$ cat src/rtl/nak_tmo_pkg.sv
package nak_tmo_pkg;
    localparam int REG_W   = 16;
    localparam int FIELD_W = 8;
    localparam int ADDR_W  = 2;
    localparam int STAT_W  = 2;

    typedef enum logic [ADDR_W-1:0] {
        ADR_LIMIT  = 2'd0,
        ADR_THRESH = 2'd1,
        ADR_STATUS = 2'd2,
        ADR_NONE   = 2'd3
    } reg_addr_e;

    typedef enum int {
        ST_TMO  = 0,
        ST_DONE = 1
    } stat_bit_e;

    typedef struct packed {
        logic              wr;
        reg_addr_e         addr;
        logic [REG_W-1:0]  data;
    } reg_req_t;

    function automatic logic [REG_W-1:0] widen(input logic [FIELD_W-1:0] f);
        return {{(REG_W-FIELD_W){1'b0}}, f};
    endfunction

    function automatic logic hits(input logic [FIELD_W-1:0] cnt,
                                  input logic [FIELD_W-1:0] lim);
        return ({1'b0, cnt} + {{FIELD_W{1'b0}}, 1'b1}) == {1'b0, lim};
    endfunction
endpackage

$ cat src/rtl/nak_tmo_regs.sv
module nak_tmo_regs
    import nak_tmo_pkg::*;
(
    input  logic                 clk,
    input  logic                 rst,
    input  reg_req_t             req,
    input  reg_addr_e            rd_addr,
    input  logic                 set_tmo,
    input  logic                 set_done,
    output logic [FIELD_W-1:0]   limit,
    output logic [FIELD_W-1:0]   thresh,
    output logic                 limit_wr,
    output logic                 thresh_wr,
    output logic [STAT_W-1:0]    status,
    output logic [REG_W-1:0]     rdata
);
    logic [FIELD_W-1:0] limit_q, thresh_q;
    logic [STAT_W-1:0]  stat_q, stat_set, stat_clr;
    logic               unused_hi;

    assign unused_hi = ^req.data[REG_W-1:STAT_W];

    assign limit_wr  = req.wr && (req.addr == ADR_LIMIT);
    assign thresh_wr = req.wr && (req.addr == ADR_THRESH);

    always_comb begin
        stat_set = '0;
        stat_set[ST_TMO]  = set_tmo;
        stat_set[ST_DONE] = set_done;
        stat_clr = (req.wr && req.addr == ADR_STATUS) ? req.data[STAT_W-1:0] : '0;
    end

    always_ff @(posedge clk) begin
        if (rst) begin
            limit_q  <= '0;
            thresh_q <= '0;
            stat_q   <= '0;
        end else begin
            if (limit_wr)  limit_q  <= req.data[FIELD_W-1:0];
            if (thresh_wr) thresh_q <= req.data[FIELD_W-1:0];
            stat_q <= (stat_q & ~stat_clr) | stat_set;
        end
    end

    always_comb begin
        unique case (rd_addr)
            ADR_LIMIT:  rdata = widen(limit_q);
            ADR_THRESH: rdata = widen(thresh_q);
            ADR_STATUS: rdata = {{(REG_W-STAT_W){1'b0}}, stat_q};
            default:    rdata = '0;
        endcase
    end

    assign limit  = limit_q;
    assign thresh = thresh_q;
    assign status = stat_q;

    // a set status bit holds unless a 1 is written to it
    a_r7_status_sticky: assert property (@(posedge clk) disable iff (rst)
        (stat_q[ST_TMO] && !(req.wr && req.addr == ADR_STATUS && req.data[ST_TMO]))
        |=> stat_q[ST_TMO]);

    // only the low field of a limit write is captured
    a_r2_limit_capture: assert property (@(posedge clk) disable iff (rst)
        limit_wr |=> (limit_q == $past(req.data[FIELD_W-1:0])));
endmodule

$ cat src/rtl/nak_tmo_timer.sv
module nak_tmo_timer
    import nak_tmo_pkg::*;
(
    input  logic                clk,
    input  logic                rst,
    input  logic                ms_tick,
    input  logic                nak_retry,
    input  logic                ptd_done,
    input  logic                ptd_active,
    input  logic [FIELD_W-1:0]  limit,
    input  logic                limit_wr,
    output logic                expire
);
    logic               running;
    logic [FIELD_W-1:0] cnt;
    logic               clr;

    assign clr = ptd_done || !ptd_active || limit_wr || (limit == '0);

    always_ff @(posedge clk) begin
        if (rst || clr) begin
            running <= 1'b0;
            cnt     <= '0;
            expire  <= 1'b0;
        end else begin
            expire <= 1'b0;
            if (running) begin
                if (ms_tick) begin
                    if (hits(cnt, limit)) begin
                        expire  <= 1'b1;
                        running <= 1'b0;
                        cnt     <= '0;
                    end else begin
                        cnt <= cnt + 1'b1;
                    end
                end
            end else if (nak_retry) begin
                running <= 1'b1;
                cnt     <= '0;
            end
        end
    end

    // a time-out event only follows a tick
    a_r4_expire_after_tick: assert property (@(posedge clk) disable iff (rst)
        expire |-> $past(ms_tick));

    // the running count stays below the limit
    a_r4_count_below_limit: assert property (@(posedge clk) disable iff (rst)
        running |-> (cnt < limit));

    // a zero limit never yields an event
    a_r3_zero_limit_off: assert property (@(posedge clk) disable iff (rst)
        (limit == '0) |=> !expire);

    // a completed descriptor disarms the timer
    a_r5_done_clears: assert property (@(posedge clk) disable iff (rst)
        ptd_done |=> (!running && cnt == '0));

    // a limit write disarms the timer
    a_r8_write_clears: assert property (@(posedge clk) disable iff (rst)
        limit_wr |=> !running);
endmodule

$ cat src/rtl/nak_tmo_done_cnt.sv
module nak_tmo_done_cnt
    import nak_tmo_pkg::*;
(
    input  logic                clk,
    input  logic                rst,
    input  logic                ptd_done,
    input  logic [FIELD_W-1:0]  thresh,
    input  logic                thresh_wr,
    output logic                hit
);
    logic [FIELD_W-1:0] cnt;

    always_ff @(posedge clk) begin
        if (rst || thresh_wr || thresh == '0) begin
            cnt <= '0;
            hit <= 1'b0;
        end else begin
            hit <= 1'b0;
            if (ptd_done) begin
                if (hits(cnt, thresh)) begin
                    hit <= 1'b1;
                    cnt <= '0;
                end else begin
                    cnt <= cnt + 1'b1;
                end
            end
        end
    end

    // a zero threshold never yields an event
    a_r10_zero_thresh_off: assert property (@(posedge clk) disable iff (rst)
        (thresh == '0) |=> !hit);

    // an event only follows a completed descriptor
    a_r10_hit_after_done: assert property (@(posedge clk) disable iff (rst)
        hit |-> $past(ptd_done));
endmodule

$ cat src/rtl/nak_tmo_top.sv
module nak_tmo_top
    import nak_tmo_pkg::*;
(
    input  logic                clk,
    input  logic                rst,
    input  logic                ms_tick,
    input  logic                nak_retry,
    input  logic                ptd_done,
    input  logic                ptd_active,
    input  logic                reg_wr,
    input  logic [ADDR_W-1:0]   reg_addr,
    input  logic [REG_W-1:0]    reg_wdata,
    output logic [REG_W-1:0]    reg_rdata,
    output logic                irq,
    output logic [STAT_W-1:0]   status
);
    reg_req_t           req;
    logic [FIELD_W-1:0] limit, thresh;
    logic               limit_wr, thresh_wr, expire, hit;

    assign req.wr   = reg_wr;
    assign req.addr = reg_addr_e'(reg_addr);
    assign req.data = reg_wdata;

    nak_tmo_regs u_regs (
        .clk(clk), .rst(rst), .req(req), .rd_addr(reg_addr_e'(reg_addr)),
        .set_tmo(expire), .set_done(hit),
        .limit(limit), .thresh(thresh),
        .limit_wr(limit_wr), .thresh_wr(thresh_wr),
        .status(status), .rdata(reg_rdata)
    );

    nak_tmo_timer u_timer (
        .clk(clk), .rst(rst), .ms_tick(ms_tick), .nak_retry(nak_retry),
        .ptd_done(ptd_done), .ptd_active(ptd_active),
        .limit(limit), .limit_wr(limit_wr), .expire(expire)
    );

    nak_tmo_done_cnt u_done (
        .clk(clk), .rst(rst), .ptd_done(ptd_done),
        .thresh(thresh), .thresh_wr(thresh_wr), .hit(hit)
    );

    assign irq = |status;
endmodule

$ cat config.mk
export PLATFORM = sky130hd
export DESIGN_NAME = nak_tmo_top
export DESIGN_NICKNAME = d
export VERILOG_FILES = /design/src/rtl/nak_tmo_pkg.sv /design/src/rtl/nak_tmo_regs.sv /design/src/rtl/nak_tmo_timer.sv /design/src/rtl/nak_tmo_done_cnt.sv /design/src/rtl/nak_tmo_top.sv
export SDC_FILE = /design/constraint.sdc
export NUM_CORES = 1
export LEC_CHECK = 0
export BUFFER_PORTS_ARGS = -buffer_cell sky130_fd_sc_hd__buf_4
export CORE_MARGIN = 4
export CORE_UTILIZATION = 35
export CTS_CLUSTER_SIZE = 28
export DETAILED_ROUTE_END_ITERATION = 10
export GPL_TIMING_DRIVEN = 0
export HOLD_SLACK_MARGIN = 0.06
export PLACE_DENSITY = 0.65
export SYNTH_ARGS = -nofsm -noshare
export SYNTH_HDL_FRONTEND = slang
export SYNTH_HIERARCHICAL = 1
export SYNTH_SLANG_ARGS = --single-unit
$ cat constraint.sdc
create_clock -name clk -period 2.4 [get_ports clk]
set_clock_uncertainty 0.15 [all_clocks]
set_input_delay 0.36 -clock clk [delete_from_list [all_inputs] [get_ports clk]]
set_output_delay 0.36 -clock clk [all_outputs]
set_load 0.03 [all_outputs]
==> impl_summary.log, run 1 <==
INFO  metric status = finished clean
INFO  metric setup.worst_path.end_class = flop
INFO  metric syn2layout_area_growth = 18.4%
INFO  metric drive_above_1_share = 20.4%
INFO  metric cp_max_fo = 9
INFO  metric rsz0062_at_grt = no
INFO  metric path_cells = ha_4 > nand3_2 > or3_4 > a2111oi_4 > nand3_4 > a31oi_1 > mux2i_1
INFO  metric ys_ff_latch = 37
INFO  metric drt_initial_violations = 104
INFO  metric crit_arrival = 2290 ps
INFO  metric grt_max_degree = 11
INFO  metric period_needed = approximately 2300 ps
INFO  metric drt_pass1_iterations = 4
INFO  metric multi_input_comb_area = 1520 um2
INFO  metric cts_hold_buffers = 0
INFO  metric yosys_warnings = 6
INFO  metric mostFrequentLayoutCell = sky130_fd_sc_hd__buf_4
INFO  metric synthArstFlopShare = 0%
INFO  metric yosys-mux-area-fraction = a little over a tenth
INFO  metric worst_ir_drop_vdd = approximately 180 uV
INFO  metric timing.critical_path.max_delay_family = simple AND/OR/NAND/NOR gates
INFO  metric die_area = just over 8000 um2
INFO  metric synth.cell_area = between 2000 and 2500 um2
INFO  metric p_per_area = ~450 nW/um2
INFO  metric crit_start = u_timer/cnt[0]
INFO  metric crit_required = about 2400 ps
INFO  metric boundaryPins = 44
INFO  metric estimated_wirelength_of_the_detail_placed_design = 4.14 mm
INFO  metric synth_seq_area_share = between 30 and 40%
INFO  metric cts-htree-levels = 2
INFO  metric path_class = flop to flop
INFO  metric highest_count_cells_in_the_layout_ignoring_fill_and_taps = sky130_fd_sc_hd__buf_4, sky130_fd_sc_hd__dfxtp_1, sky130_fd_sc_hd__nand2b_1, sky130_fd_sc_hd__mux2i_1, sky130_fd_sc_hd__nor2_1
INFO  metric register_cell_area_after_layout = between 700 and 800 um2
INFO  metric postLayoutCoreUtil = a little over two fifths
INFO  metric final_design_area_no_fill = 2810 um2
INFO  metric number_of_buffers_added_by_the_clock_tree_synthesis_step = 5
INFO  metric grt_pass1_vias = just under 2,000
INFO  metric worst_hold_path_type = input pin to flop
INFO  metric fmax = roughly 440 MHz
INFO  metric die_x = about 90 um
INFO  metric detailedPlace.worstSlack = -186 ps
INFO  metric antenna_found_initial = 0
INFO  metric totalWireLength = between 5 and 6 mm
INFO  metric initial_core_util = between 30 and 40%
INFO  metric layoutNonFillerInstCount = 390
INFO  metric coreArea = ~6500 um2
INFO  metric grt_overflow = 0
INFO  metric clock_tree.root_cell = sky130_fd_sc_hd__clkbuf_8
INFO  metric cap_violations = 0
INFO  metric synthesis.instances = approximately 270
INFO  metric ant_nets = 0
INFO  metric drt_drc_violations_left = 0
INFO  metric clock_latency = between 200 and 300 ps
INFO  metric clock_sink_count = 37
INFO  metric yosysUniqueCellTypes = 56
INFO  metric critical_path.max_stage_delay = 420 ps
INFO  metric synth_compound_area_share = 12.1%
INFO  metric worstHoldStart = reg_wdata[0]
INFO  metric global_route_wire_length_before_repair = slightly above 9 mm
INFO  metric edff_count_synth = 0
INFO  metric nets = 340
INFO  metric share_of_synthesized_cell_area_in_full_adder_half_adder_and_majority_cells = 1.06%
INFO  metric placement_rows = 29
INFO  metric synthSimpleGateAreaFrac = about 29%
INFO  metric viasPerCell = approximately 5
INFO  metric largest_family_of_logic_cells_by_synthesized_area = simple AND/OR/NAND/NOR gates
INFO  metric critPathSlowestCell = sky130_fd_sc_hd__dfxtp_2
INFO  metric io_buffers = 27
INFO  metric syn_area_per_cell = just under 9 um2
INFO  metric timing.final.hold_violations = 0
INFO  metric groute.usage.overall = a little over an eighth
INFO  metric slew_viol_final = 0
INFO  metric numPlacedInstances = between 300 and 400
INFO  metric period_share = a little over nine tenths
INFO  metric routed-via-count = approximately 2,000
INFO  metric total_power = roughly 1300 uW
INFO  metric final_setup_violating_endpoints = 0
INFO  metric worst_setup_hold_path_clk_slew = about 60 ps
INFO  metric synth_xor_xnor_area_share = roughly 9.6%
INFO  metric clockBufferDepth = 2
INFO  metric critPathBufInv = 0
INFO  metric crit_path_start_kind = flop
INFO  metric tritoncts = done
INFO  metric leakage = roughly 0.0011 uW
INFO  metric die_h = 90.3 um
INFO  metric final.fill_count = roughly 650
INFO  metric cell_area_after_placement = roughly 2700 um2
INFO  metric rr_startpoint = u_timer/cnt[0]
INFO  metric postSynth.topFlopCell = sky130_fd_sc_hd__dfxtp_1
INFO  metric gp_routability_congestion = approximately 0.85
INFO  metric num_antenna_cells = 0
INFO  metric timing.final.ws_setup = between 100 and 150 ps
INFO  metric drt-wirelength-per-cell = about 14 um
[synth_stat cells (2+ instances only)]
cell type	count	area (um2)
sky130_fd_sc_hd__inv_1	6	22.5
sky130_fd_sc_hd__or4_1	2	15.0
sky130_fd_sc_hd__o21ai_0	6	30.0
sky130_fd_sc_hd__buf_4	11	82.6
sky130_fd_sc_hd__and2_1	2	12.5
sky130_fd_sc_hd__nor3_1	14	70.1
sky130_fd_sc_hd__a21oi_1	4	20.0
sky130_fd_sc_hd__nand2b_1	28	175
sky130_fd_sc_hd__o2bb2ai_1	2	17.5
sky130_fd_sc_hd__and4_1	2	17.5
sky130_fd_sc_hd__and3_1	3	18.8
sky130_fd_sc_hd__dfxtp_1	37	741
sky130_fd_sc_hd__o21ai_1	2	10.0
sky130_fd_sc_hd__a311oi_1	2	17.5
sky130_fd_sc_hd__xnor2_1	14	123
sky130_fd_sc_hd__o211ai_1	6	45.0
sky130_fd_sc_hd__nand3_1	12	60.1
sky130_fd_sc_hd__nand4_1	3	18.8
sky130_fd_sc_hd__a21o_1	3	22.5
sky130_fd_sc_hd__clkbuf_1	2	7.51
sky130_fd_sc_hd__mux2i_1	25	250
sky130_fd_sc_hd__nor4_1	4	25.0
sky130_fd_sc_hd__ha_1	2	25.0
sky130_fd_sc_hd__buf_2	5	25.0
sky130_fd_sc_hd__nor2_1	17	63.8
sky130_fd_sc_hd__xor2_1	12	105
sky130_fd_sc_hd__nand2_1	14	52.6
sky130_fd_sc_hd__nand3_2	2	20.0
sky130_fd_sc_hd__a31oi_1	3	18.8
[cell type report]
cell class                      instances  share of cell area, %
Buffer                                 21                   4.81
Sequential cell                        37                   26.5
Clock buffer                            7                   3.07
Timing Repair Buffer                   27                   7.22
Tap cell                               77                   3.43
Inverter                                6                  0.802
Multi-Input combinational cell        215                   54.2
[where the power goes]
group          total (uW)  switching (uW)  internal, uW  leakage, uW
Sequential            642            16.2           625     0.000300
Combinational         187             101          86.1     0.000767
Clock                 434             207           228    0.0000443
Total                1260             324           939      0.00111
[through the flow]
stage | TNS [ps] | hold slack [ps]
detailed placement | -1150 | 321
global route | 0 | 139
floorplan | 0 | 299
CTS | 0 | 125
global placement | -886 | 309
finish | 0 | 133
[timing repair]
| action | in CTS | in global routing |
|---|---|---|
| setup buffers | 0 | 0 |
| pin swaps | 0 | 1 |
| endpoints found under the setup margin | 10 | 10 |
| gates resized for setup | 4 | 2 |
[registers in the layout (all words and copies together), names as in the netlist]
signal and count:
u_done/hit 1, u_timer/cnt 8, u_timer/running 1, u_regs/status 2, u_regs/thresh 8, u_done/cnt 8, u_regs/limit 8, u_timer/expire 1
[routing by layer]
| metal | global-route usage (%) | part of all wire [%] | vias up | wire, um |
|---|---|---|---|---|
| met5 | 0 | 0 | - | 0 |
| met2 | 21.0 | 42 | 50 | 2310 |
| li1 | - | - | 1027 | - |
| met3 | 3.58 | 5.5 | 6 | 300 |
| met1 | 18.5 | 51 | 917 | 2760 |
| met4 | 4.72 | 1.6 | 0 | 89 |
[final timing paths]
path | cells past startpoint | slack, ps | endpoint
max | 7 | 130 | u_timer/cnt[2]
min | 2 | 130 | u_regs/status[0]
max reg2reg | 7 | 130 | u_timer/cnt[2]
min reg2reg | 2 | 330 | u_regs/status[0]
[cells by family after synthesis]
family                   after synthesis
multiplexers                          25
XOR/XNOR                              26
adder cells (fa/ha/maj)                2
AO/OA/AOI/OAI                         38
AND/OR/NAND/NOR                      116
flip-flops                            37
other                                  1
buffers and inverters                 27
(Power assumes the default switching activity.)
==> inputs of run 2 (changes only) <==
--- a/config.mk
+++ b/config.mk
@@ -12,8 +12,7 @@
 export DETAILED_ROUTE_END_ITERATION = 10
 export GPL_TIMING_DRIVEN = 0
 export HOLD_SLACK_MARGIN = 0.06
-export PLACE_DENSITY = 0.65
+export PLACE_DENSITY = 0.54
 export SYNTH_ARGS = -nofsm -noshare
 export SYNTH_HDL_FRONTEND = slang
-export SYNTH_HIERARCHICAL = 1
 export SYNTH_SLANG_ARGS = --single-unit
==> impl_summary.log, run 2 <==
INFO  metric grt_pass1_vias = 1,902 (-2.9%)
INFO  metric period_needed = 2210 ps (-59.9 ps)
INFO  metric die_area = 8070 um2 (-1.1%)
INFO  metric fmax = 451 MHz (+2.7%)
INFO  metric drive_above_1_share = 22.4% (+2.0 points)
INFO  metric synth.cell_area = 2340 um2 (-1.2%)
INFO  metric clockBufferDepth = 2 (unchanged)
INFO  metric highest_count_cells_in_the_layout_ignoring_fill_and_taps = sky130_fd_sc_hd__nor2_1, sky130_fd_sc_hd__dfxtp_1, sky130_fd_sc_hd__buf_4, sky130_fd_sc_hd__mux2i_1, sky130_fd_sc_hd__nand2_1
INFO  metric grt_overflow = 0 (unchanged)
INFO  metric crit_arrival = 2240 ps (-50 ps)
INFO  metric postSynth.topFlopCell = sky130_fd_sc_hd__dfxtp_1
INFO  metric rr_worst_depth = 7 (unchanged)
INFO  metric final_setup_violating_endpoints = 0 (unchanged)
INFO  metric synth_area_leaders = sky130_fd_sc_hd__dfxtp_1, sky130_fd_sc_hd__mux2i_1, sky130_fd_sc_hd__xnor2_1
INFO  metric cap_violations = 0 (unchanged)
INFO  metric boundaryPins = 44 (unchanged)
INFO  metric slew_viol_final = 0 (unchanged)
INFO  metric groute.usage.overall = 14.0% (+0.31 points)
INFO  metric final_design_area_no_fill = 2830 um2 (+0.67%)
INFO  metric clock_sink_count = 37 (unchanged)
INFO  metric layoutNonFillerInstCount = 394 (+1.0%)
INFO  metric synthMostInstantiatedCell = sky130_fd_sc_hd__nor2_1
INFO  metric worst_setup_hold_path_clk_slew = 80 ps (+20 ps)
INFO  metric viasPerCell = 4.96 (-3.2%)
INFO  metric syn_area_per_cell = 8.52 um2 (-2.2%)
INFO  metric timing.final.ws_setup = 185 ps (+59.9 ps)
INFO  metric path_class = flop to flop
INFO  metric detailedPlace.worstSlack = -46.3 ps (+139 ps)
INFO  metric clock_latency = 290 ps (about the same)
INFO  metric mostFrequentLayoutCell = sky130_fd_sc_hd__nor2_1
INFO  metric ys_ff_latch = 37 (unchanged)
INFO  metric synthTopCellsByCount = sky130_fd_sc_hd__nor2_1, sky130_fd_sc_hd__dfxtp_1, sky130_fd_sc_hd__mux2i_1, sky130_fd_sc_hd__nand2_1, sky130_fd_sc_hd__xnor2_1
INFO  metric leakage = 0.00108 uW (-2.4%)
INFO  metric crit_required = 2430 ps (about the same)
INFO  metric estimated_wirelength_of_the_detail_placed_design = 4.08 mm (-1.5%)
INFO  metric die_x = 89.8 um (-0.53%)
INFO  metric edff_count_synth = 0 (unchanged)
INFO  metric drt-wirelength-per-cell = 13.8 um (-1.6%)
INFO  metric synthArstFlopShare = 0% (unchanged)
INFO  metric synthDominantCellAreaShare = 31.6% (+0.37 points)
INFO  metric synth_top_cell_by_area = sky130_fd_sc_hd__dfxtp_1
INFO  metric worst_ir_drop_vdd = 205 uV (+17%)
INFO  metric drt_pass1_iterations = 4 (unchanged)
INFO  metric ant_nets = 0 (unchanged)
INFO  metric synthesis.instances = 275 (+1.1%)
INFO  metric totalWireLength = 5.43 mm (-0.60%)
INFO  metric antenna_found_initial = 0 (unchanged)
INFO  metric postCtsSetupBuffers = 0 (unchanged)
INFO  metric timing.final.hold_violations = 0 (unchanged)
INFO  metric yosysUniqueCellTypes = 52 (-7.1%)
INFO  metric worst_hold_path_type = input pin to flop
INFO  metric yosys_warnings = 0 (-6)
INFO  metric final.fill_count = 643 (-0.62%)
INFO  metric drt_initial_violations = 71 (-32%)
INFO  metric routed-via-count = 1,956 (-2.2%)
INFO  metric number_of_buffers_added_by_the_clock_tree_synthesis_step = 5 (unchanged)
INFO  metric die_h = 89.8 um (-0.53%)
INFO  metric nets = 343 (+0.88%)
INFO  metric clock_tree.root_cell = sky130_fd_sc_hd__clkbuf_8
INFO  metric grt_max_degree = 13 (+2)
INFO  metric critical_path.max_stage_delay = 400 ps (-20 ps)
INFO  metric coreArea = 6420 um2 (-0.56%)
INFO  metric rr_startpoint = u_done.cnt[5]
INFO  metric crit_start = u_done.cnt[5]
INFO  metric cell_area_after_placement = 2670 um2 (-1.0%)
INFO  metric tritoncts = done
INFO  metric setup-tns-final = 0 ps (unchanged)
INFO  metric cp_max_fo = 9 (unchanged)
INFO  metric drt_drc_violations_left = 0 (unchanged)
INFO  metric synth_seq_area_share = 31.6% (+0.37 points)
INFO  metric p_per_area = 522 nW/um2 (+16%)
INFO  metric maxSlewHeadroom = a little over half
INFO  metric io_buffers = 27 (unchanged)
INFO  metric syn2layout_area_growth = 20.6%
INFO  metric period_share = 92.3% (-2.5 points)
INFO  metric status = finished clean
INFO  metric min_path_cells = 3 (+1)
INFO  metric placement_rows = 29 (unchanged)
INFO  metric setup.worst_path.end_class = flop
INFO  metric critPathSlowestCell = sky130_fd_sc_hd__or3b_4
INFO  metric numPlacedInstances = 386 (+0.78%)
INFO  metric initial_core_util = 36.5% (-0.22 points)
INFO  metric worstHoldStart = reg_wdata[6]
INFO  metric gp_routability_congestion = 0.736 (-13%)
INFO  metric cts-htree-levels = 2 (unchanged)
INFO  metric num_antenna_cells = 0 (unchanged)
INFO  metric global_route_wire_length_before_repair = 9.36 mm (+1.9%)
INFO  metric crit_path_start_kind = flop
INFO  metric tightest_slew = 675 ps
INFO  metric path_cells = buf_6 > xor2_2 > or3b_4 > a2111oi_4 > o2111ai_4 > o22ai_1 > a21oi_1
run 2: changes by cell type after synthesis, sizes merged, moves of 5 or more:
cell and delta:
o211ai -5, xnor2 +5, xor2 -7, nand2 +6, clkbuf +6, nor3 -5
o22ai +7, a21oi +12, nor2 +22, nand2b -27, nand3 -6
run 2: cells by family (layout without fill, tap and decap cells):
logic type | after synthesis | after routing | synth area share, %
xor gates and xnor gates | 24 | 24 | 9.29
and+or+nand+nor | 107 | 107 | 22.8
AOI/OAI and AO/OA | 45 | 45 | 14.4
other | 1 | 8 | 0.160
DFF | 37 | 37 | 31.6
adders and majority gates | 2 | 2 | 1.07
muxes | 26 | 26 | 11.1
buffers and inverters | 33 | 68 | 9.61
run 2: cell type report:
type | count | area, um2 | area share [%]
flip-flops and latches | 37 | 741 | 26.2
multi-input cells | 212 | 1430 | 50.5
clock buffers | 5 | 68.8 | 2.43
plain buffers | 23 | 188 | 6.64
repair buffers | 27 | 203 | 7.17
clock inverters | 3 | 65.1 | 2.30
well taps | 77 | 96.3 | 3.41
inverters | 10 | 37.5 | 1.33
run 2: per-layer routing:
layer / up-vias / track usage [%] / wire [um] / part of all wire [%]
met5: - / 0 / 0 / 0
met4: 0 / 5.11 / 87 / 1.6
met3: 7 / 3.26 / 174 / 3.2
met2: 25 / 24.0 / 2690 / 50
met1: 898 / 17.1 / 2470 / 46
li1: 1026 / - / - / -
run 2: final timing paths:
path | to | slack [ps]
max | u_done.cnt[7] | 190
min reg2reg | u_regs.status[0] | 300
min | u_regs.limit[6] | 170
max reg2reg | u_done.cnt[7] | 190
run 2: report_power, final:
part           switching [uW]  internal [uW]
Clock                     233            413
Combinational             106           82.4
Sequential               15.8            625
run 2: critical path, delay by kind of cell (launching register included):
| kind | cells | cell delay [ps] |
|---|---|---|
| AO/OA/AOI/OAI | 4 | 920 |
| XOR/XNOR | 1 | 190 |
| buffers and inverters | 1 | 130 |
| flip-flops | 1 | 310 |
| AND/OR/NAND/NOR | 1 | 400 |
run 2: timing repair:
item | 4_1_cts | 5_1_grt
hold buffers | 0 | 0
pin swaps | 0 | 0
endpoints found under the setup margin | 4 | 9
resized for setup | 1 | 4
cloned | 0 | 0
run 2: stage by stage:
| step | utilization (%) | power, uW | hold slack, ps |
|---|---|---|---|
| after floorplan | - | 785 | 263 |
| after global placement | 41.6 | 841 | 287 |
| after detailed placement | 41.6 | 842 | 287 |
| after CTS | 43.7 | 1500 | 149 |
| after global routing | 44.0 | 1550 | 157 |
| final | 44.0 | 1470 | 167 |
